<file path="config.mk">
export PLATFORM = sky130hd
export DESIGN_NAME = mont_mul
export DESIGN_NICKNAME = d
export VERILOG_FILES = /design/src/rtl/mont_pkg.sv /design/src/rtl/mont_csa.sv /design/src/rtl/mont_step.sv /design/src/rtl/mont_mul.sv
export SDC_FILE = /design/constraint.sdc
export NUM_CORES = 1
export LEC_CHECK = 0
export BUFFER_PORTS_ARGS = -buffer_cell sky130_fd_sc_hd__buf_2
export CORE_ASPECT_RATIO = 0.6
export CORE_UTILIZATION = 29
export DETAILED_ROUTE_END_ITERATION = 7
export GPL_TIMING_DRIVEN = 0
export PLACE_DENSITY = 0.46
export SYNTH_ARGS = -nofsm -noshare
export SYNTH_HDL_FRONTEND = slang
export SYNTH_HIERARCHICAL = 1
export SYNTH_SLANG_ARGS = --single-unit
</file>
<file path="constraint.sdc">
create_clock -name clk -period 3.27 [get_ports clk]
set_clock_uncertainty 0.05 [all_clocks]
set_input_delay 0.1635 -clock clk [delete_from_list [all_inputs] [get_ports clk]]
set_output_delay 0.1635 -clock clk [all_outputs]
set_load 0.02 [all_outputs]
</file>
<file path="src/rtl/mont_pkg.sv">
package mont_pkg;

    typedef enum logic [1:0] {
        ST_IDLE = 2'd0,
        ST_LOOP = 2'd1,
        ST_FOLD = 2'd2
    } mm_state_e;

endpackage

</file>
<file path="src/rtl/mont_csa.sv">
// Carry-save 3:2 compressor: sum + carry == x + y + z (modulo 2^W).
module mont_csa #(
    parameter int W = 18
) (
    input  logic [W-1:0] x,
    input  logic [W-1:0] y,
    input  logic [W-1:0] z,
    output logic [W-1:0] sum,
    output logic [W-1:0] carry
);
    assign carry[0] = 1'b0;

    for (genvar i = 0; i < W; i++) begin : g_bit
        assign sum[i] = x[i] ^ y[i] ^ z[i];
        if (i > 0) begin : g_cy
            assign carry[i] = (x[i-1] & y[i-1]) | (x[i-1] & z[i-1]) | (y[i-1] & z[i-1]);
        end
    end

endmodule

</file>
<file path="src/rtl/mont_step.sv">
// Two cascaded carry-save levels. In loop mode they add A_i*B then q_i*N and
// shift right; in fold mode both extra operands are zero and no shift occurs.
module mont_step #(
    parameter int W = 18
) (
    input  logic [W-1:0] ss,
    input  logic [W-1:0] sc,
    input  logic [W-1:0] bm,
    input  logic [W-1:0] nm,
    input  logic         a_bit,
    input  logic         fold,
    output logic [W-1:0] ss_nx,
    output logic [W-1:0] sc_nx
);
    logic         q_bit;
    logic [W-1:0] op_b, op_n;
    logic [W-1:0] s1, c1, s2, c2;

    // Parity of the sum after adding A_i*B decides whether N is added.
    assign q_bit = ss[0] ^ sc[0] ^ (a_bit & bm[0]);
    assign op_b  = (!fold && a_bit) ? bm : '0;
    assign op_n  = (!fold && q_bit) ? nm : '0;

    mont_csa #(.W(W)) u_lvl1 (
        .x(ss), .y(sc), .z(op_b), .sum(s1), .carry(c1)
    );

    mont_csa #(.W(W)) u_lvl2 (
        .x(s1), .y(c1), .z(op_n), .sum(s2), .carry(c2)
    );

    always_comb begin
        if (fold) begin
            ss_nx = s2;
            sc_nx = c2;
        end else begin
            ss_nx = {1'b0, s2[W-1:1]};
            sc_nx = {1'b0, c2[W-1:1]};
        end
    end

endmodule

</file>
<file path="src/rtl/mont_mul.sv">
module mont_mul
    import mont_pkg::*;
#(
    parameter int K = 16
) (
    input  logic           clk,
    input  logic           rst_n,
    input  logic           start,
    input  logic [K-1:0]   a_in,
    input  logic [K-1:0]   b_in,
    input  logic [K-1:0]   n_in,
    output logic           busy,
    output logic           done,
    output logic [K+1:0]   result
);
    localparam int W  = K + 2;
    localparam int CW = $clog2(K + 2);
    localparam logic [CW-1:0] LAST = CW'(K + 1);

    typedef struct packed {
        mm_state_e     st;
        logic [CW-1:0] cnt;
        logic [K-1:0]  a;
        logic [W-1:0]  b;
        logic [W-1:0]  n;
        logic [W-1:0]  ss;
        logic [W-1:0]  sc;
        logic          done;
        logic [W-1:0]  res;
    } regs_t;

    regs_t st_d, st_q;

    logic [W-1:0] ss_nx, sc_nx;
    logic [W-1:0] n_hold;

    mont_step #(.W(W)) u_step (
        .ss    (st_q.ss),
        .sc    (st_q.sc),
        .bm    (st_q.b),
        .nm    (st_q.n),
        .a_bit (st_q.a[0]),
        .fold  (st_q.st == ST_FOLD),
        .ss_nx (ss_nx),
        .sc_nx (sc_nx)
    );

    always_comb begin
        st_d      = st_q;
        st_d.done = 1'b0;
        case (st_q.st)
            ST_IDLE: begin
                if (start) begin
                    st_d.st  = ST_LOOP;
                    st_d.cnt = '0;
                    st_d.a   = a_in;
                    st_d.b   = {2'b00, b_in};
                    st_d.n   = {2'b00, n_in};
                    st_d.ss  = '0;
                    st_d.sc  = '0;
                end
            end
            ST_LOOP: begin
                st_d.ss  = ss_nx;
                st_d.sc  = sc_nx;
                st_d.a   = st_q.a >> 1;
                st_d.cnt = st_q.cnt + 1'b1;
                if (st_q.cnt == LAST) begin
                    st_d.st = ST_FOLD;
                end
            end
            ST_FOLD: begin
                if (st_q.sc == '0) begin
                    st_d.done = 1'b1;
                    st_d.res  = st_q.ss;
                    st_d.st   = ST_IDLE;
                end else begin
                    st_d.ss = ss_nx;
                    st_d.sc = sc_nx;
                end
            end
            default: st_d.st = ST_IDLE;
        endcase
    end

    always_ff @(posedge clk or negedge rst_n) begin
        if (!rst_n) begin
            st_q <= '{st: ST_IDLE, cnt: '0, a: '0, b: '0, n: '0,
                      ss: '0, sc: '0, done: 1'b0, res: '0};
        end else begin
            st_q <= st_d;
        end
    end

    assign busy   = (st_q.st != ST_IDLE);
    assign done   = st_q.done;
    assign result = st_q.res;
    assign n_hold = st_q.n;

endmodule

</file>
==> results of run 1 <==
## cell type report
class	count	area [um^2]
plain buffers	51	343
clock buffers	10	239
clock inverters	6	76.3
fillers	2182	14100
inverters	41	154
multi-input cells	352	3360
flip-flops and latches	110	2750
well taps	308	385
repair buffers	105	717
## through the flow
stage / cells / util [%] / worst slack (ps) / instance area [um^2]
CTS: 980 / 36.1 / 5.04 / 8000
finish: 983 / 36.3 / 166 / 8020
floorplan: 554 / - / 357 / 6590
global placement: 932 / 33.1 / -461 / 7330
global route: 983 / 36.3 / 5.69 / 8020
detailed placement: 933 / 33.3 / -500 / 7360
## registers in the layout (all words and copies together) (netlist names)
register / flops
st_q: 75
n_hold: 16
result: 18
done: 1
## power by group through the flow
stage	Combinational, W	Clock, W	Sequential (W)
after floorplan	0.00445	0	0.00226
after global placement	0.00581	0	0.00244
after detailed placement	0.00590	0	0.00247
after CTS	0.00598	0.00123	0.00244
after global routing	0.00664	0.00128	0.00253
final	0.00601	0.00119	0.00244
## repair_timing
item / 4_1_cts / 5_1_grt
setup endpoints to repair: 31 / 19
setup buffers: 0 / 3
gates resized for setup: 4 / 4
hold buffers: 31 / 0
endpoints found under the hold margin: 140 / 0
## worst paths after layout
path                         endpoint  slack (ps)  cells after the start
max reg2reg                  st_q[45]         170                     11
min in group asynchronous  result[13]         140                      2
min                         n_hold[3]          20                      2
max in group asynchronous    st_q[29]        2300                      3
min reg2reg                  st_q[76]         450                      1
max                          st_q[45]         170                     11
## cell usage in the layout, fill, tap and decap left out, types with 16 or more instances in the layout
cell / count
dfrtp_1: 110
dlygate4sd3_1: 31
mux2_2: 76
nand2_1: 44
o22ai_1: 16
mux2i_1: 36
buf_2: 72
and2_1: 18
nand2b_1: 16
inv_1: 40
fa_1: 34
buf_4: 24
a21oi_1: 18
## cells by family after synthesis
kind of cell / share of synthesized area [%]
buf+inv: 7.49
xor+xnor: 1.22
simple gates: 10.8
other cells: 0.171
compound gates: 6.05
mux: 20.8
flops: 41.8
fa+ha+maj: 11.7
## metal layers
| metal | up-vias | share of wire [%] | GRT usage (%) | routed length, um |
|---|---|---|---|---|
| met4 | 0 | 0.81 | 3.42 | 132 |
| met3 | 11 | 5.1 | 3.80 | 840 |
| met1 | 2086 | 58 | 25.2 | 9470 |
| li1 | 2086 | - | - | - |
| met5 | - | 0 | 0 | 0 |
| met2 | 86 | 36 | 17.8 | 5880 |
==> reports/results.txt, run 1 <==
Slowest cell on crit path: fa_1
die area: 23300 um^2
grt ovf: 0
layout cell share with drive strength beyond 1: 33.8%
largest net degree at the start of global routing: 95
WS Path Type: register to register
clock latency on the worst-skew pair: 360 ps
setup TNS: 0 ps
Synth Instances: 551
clk sinks: 110
port bufs: 70
final WL: 16300 um
Residual DRC: 0
cell internal pwr: 0.00552 W
Cell Area, Synth: 6580 um^2
clock power share: 12.4%
Most used DFF post-synth: dfrtp_1
sequential share of the synthesized area: 41.8%
sequential power share: 25.3%
RSZ-0062 raised after global routing: no
CP bufs+invs: 3
core area: 22100 um^2
worst vdd ir: 0.388 mV
Num CTS Buffers: 9
Final nets: 762
Slew Limit Fails: 0
first-pass GRT wire length: 26200 um
total power: 0.00965 W
Avg Cell Area, Syn: 11.9 um^2
power per cell area: 1200 nW/um^2
Max Clk Rate: 0.322 GHz
routed vias/inst: 4.34
row count: 42
H-Tree Depth: 3
number of flops mapped to enable cells by yosys: 0
switching share of total power: 42.8%
top post-synthesis cells by area: dfrtp_1 42%, mux2_2 13%, fa_1 10%
crit path max fanout: 10
routed len/inst: 16.6 um
async set-reset flop share out of synthesis: 100%
Ys Warns: 6
post-route ant nets: 0
Crit path top cell by count: fa_1
#FFs+latches synth: 110
Logic pwr share: 62.3%
detailed placer's ending HPWL: 12500 um
max_cap viols: 0
die width: 196 um
Worst EP required: 3460 ps
Pleak: 3.73 nW
Top delay family on crit path: adder cells
TritonCTS clock tree: yes
Layout area overhead: 22.0%
Post-synth top cells: 110 x dfrtp_1, 76 x mux2_2, 44 x nand2_1, 40 x inv_1, 36 x mux2i_1
Critical Path End Type: register
initial antenna violation count: 0
CP Cell Sequence: inv_1 > ha_2 > buf_6 > nor2b_4 > buf_4 > and2_1 > fa_1 > fa_1 > mux2_2 > nand2_1 > mux2i_1
clock buffer depth: 2
minimum clock period: 3100 ps
GR Util All Layers: 14.9%
hold_sp: n_in[3]
crit path DAT: 3300 ps
Hold Path Class: input port to register
largest area contributor in the netlist: dfrtp_1
endpoints failing setup: 0
post-synth top area share: 41.8%
switching power: 0.00413 W
vias after detailed routing: 4269
Crit. Startpoint: st_q[112]
Yosys cell types: 42
CP max stage delay: 530 ps
TritonRoute pass-1 iters: 4
diodes inserted: 0
clk root buf: clkbuf_16
number of global-route vias before repair: 4474
Starting Density: 29.7%
final hold violations: 0
worst hold slack: 18.8 ps
RR Startpoint: st_q[112]
Worst slew margin: 50.1%
# IOs: 71
Clock Pin Slew Worst Setup and Hold Paths: 80 ps
gp weighted congestion: 0.801
Die H: 119 um
most frequent cell after synthesis: dfrtp_1
Startpoint Class: register
initial DRC count: 224
status: complete, no violations
Worst Max-Slew Pin Slew: 749 ps
final period utilization: 94.9%
No activity file was read; power rests on OpenSTA's default activity.
==> run 2: changes to the inputs <==
- BUFFER_PORTS_ARGS: -buffer_cell sky130_fd_sc_hd__buf_2 -> default
- DONT_BUFFER_PORTS: default -> 1
- PLACE_DENSITY: 0.46 -> 0.44
- REMOVE_ABC_BUFFERS: default -> 1
==> run 2 against run 1 <==
Routed wire length is 11% lower. Critical endpoint is now st_q[39]. Sequential power rose by 3%. Clock power is 8% lower. Flip-flop and latch count stayed put. Core utilization fell by 1.8 points. Critical path depth did not move. Cell count is 10% lower.
==> reports/results.txt, run 2 (synthesized netlist as in run 1, its figures left out) <==
status: complete, no violations
crit path DAT: 3260 ps
clock latency on the worst-skew pair: 350 ps
Slew Limit Fails: 0
final period utilization: 94.0%
RSZ-0062 raised after global routing: no
Startpoint Class: register
switching power: 0.00377 W
die width: 196 um
# IOs: 71
port bufs: 0
initial DRC count: 173
detailed placer's ending HPWL: 9840 um
commonest cells after routing, fill and taps aside: 110 x dfrtp_1, 76 x mux2_2, 46 x dlygate4sd3_1
diodes inserted: 0
clk root buf: clkbuf_16
Slowest cell on crit path: fa_1
Layout area overhead: 15.8%
routed vias/inst: 4.49
routed len/inst: 16.5 um
TritonCTS clock tree: yes
RR Startpoint: st_q[112]
max_cap viols: 0
die area: 23300 um^2
worst vdd ir: 0.510 mV
Worst EP required: 3460 ps
core area: 22100 um^2
first-pass GRT wire length: 24000 um
Clock Pin Slew Worst Setup and Hold Paths: 70 ps
post-route ant nets: 0
Critical Path End Type: register
Final nets: 661
gp weighted congestion: 0.710
minimum clock period: 3070 ps
r2r worst-path depth: 11
crit path max fanout: 38
worst hold slack: 15.9 ps
Logic pwr share: 60.4%
Crit. Startpoint: st_q[112]
cell internal pwr: 0.00536 W
initial antenna violation count: 0
power per cell area: 1200 nW/um^2
max reg flops: 75
Num CTS Buffers: 9
switching share of total power: 41.3%
most common cell after layout, fill and taps aside: dfrtp_1
Worst Max-Slew Pin Slew: 1080 ps
Hold Path Class: input port to register
clk sinks: 110
clock power share: 12.1%
CP endpoint: st_q[39]
Die H: 119 um
Crit path top cell by count: fa_1
TritonRoute pass-1 iters: 4
Max Clk Rate: 0.325 GHz
sequential power share: 27.5%
Residual DRC: 0
number of global-route vias before repair: 4241
final hold violations: 0
H-Tree Depth: 3
setup TNS: 0 ps
total power: 0.00913 W
clock buffer depth: 2
Starting Density: 29.7%
Pleak: 3.35 nW
final WL: 14500 um
CP Cell Sequence: inv_1 > ha_2 > buf_12 > nor2b_4 > buf_4 > and2_1 > fa_1 > fa_1 > mux2_2 > nand2_1 > mux2i_1
endpoints failing setup: 0
largest net degree at the start of global routing: 111
WS Path Type: register to register
CP max stage delay: 550 ps
worst reg-to-reg setup slack: 200 ps
register with the most flip-flops: st_q
grt ovf: 0
layout cell share with drive strength beyond 1: 22.6%
GR Util All Layers: 13.4%
row count: 42
Reg2Reg Capture Point: st_q[39]
vias after detailed routing: 3947
Worst slew margin: 27.4%
-- run 2: cell types whose count changed in the layout (fill, tap and decap cells not counted), moves of 3 or more --
cell	before	now
buf_16	1	4
dlygate4sd3_1	31	46
buf_1	4	0
buf_4	24	1
buf_6	8	0
clkbuf_1	15	2
buf_2	72	0
-- run 2: worst min path at each step --
stage | slack [ps] | depth (start not counted) | to | from
after floorplan | -180 | 0 | done | rst_n
after global placement | -180 | 0 | n_hold[0] | rst_n
after detailed placement | -180 | 0 | n_hold[0] | rst_n
after CTS | 4 | 2 | st_q[97] | a_in[6]
after global routing | 10 | 2 | st_q[97] | a_in[6]
final | 20 | 2 | st_q[97] | a_in[6]
-- run 2: per-layer routing --
layer | part of all wire, % | global-route usage, % | vias to the layer above
met4 | 1.7 | 4.25 | 0
met2 | 42 | 19.2 | 58
met3 | 3.9 | 3.31 | 19
li1 | - | - | 1883
met5 | 0 | 0 | -
met1 | 52 | 19.5 | 1987
-- run 2: critical path, delay by kind of cell, from the launching register on --
kind,cells,cell delay (ps)
adders and majority gates,3,1260
buffers and inverters,3,530
DFF,1,420
muxes,2,360
and+or+nand+nor,3,320
-- run 2: what timing repair did --
item / in CTS / in global routing
gates resized for setup: 2 / 0
setup endpoints to repair: 41 / 27
hold buffers: 47 / 0
hold endpoints to repair: 158 / 0
setup buffers: 0 / 2
-- run 2: area by class of cell --
cell class	count	area (um^2)
sequential	110	2750
clock buffer	13	260
tap	308	385
multi-input combinational	352	3390
timing repair buffer	55	648
fill	2203	14500
clock inverter	1	30.0
inverter	41	154
-- run 2: through the flow --
step / cell area, um^2 / cells / setup slack, ps / util [%]
floorplan: 6250 / 503 / -2840 / -
global placement: 6640 / 811 / -5430 / 30.0
detailed placement: 6780 / 816 / -259 / 30.6
CTS: 7560 / 877 / 27.8 / 34.2
global route: 7620 / 880 / 31.2 / 34.4
finish: 7620 / 880 / 197 / 34.4
-- run 2: power groups by stage --
stage | sequential (W) | clock, W | combinational (W)
finish | 0.00251 | 0.00110 | 0.00552
global route | 0.00260 | 0.00121 | 0.00617
CTS | 0.00253 | 0.00116 | 0.00552
detailed placement | 0.00255 | 0 | 0.00539
global placement | 0.00254 | 0 | 0.00493
floorplan | 0.00238 | 0 | 0.00405
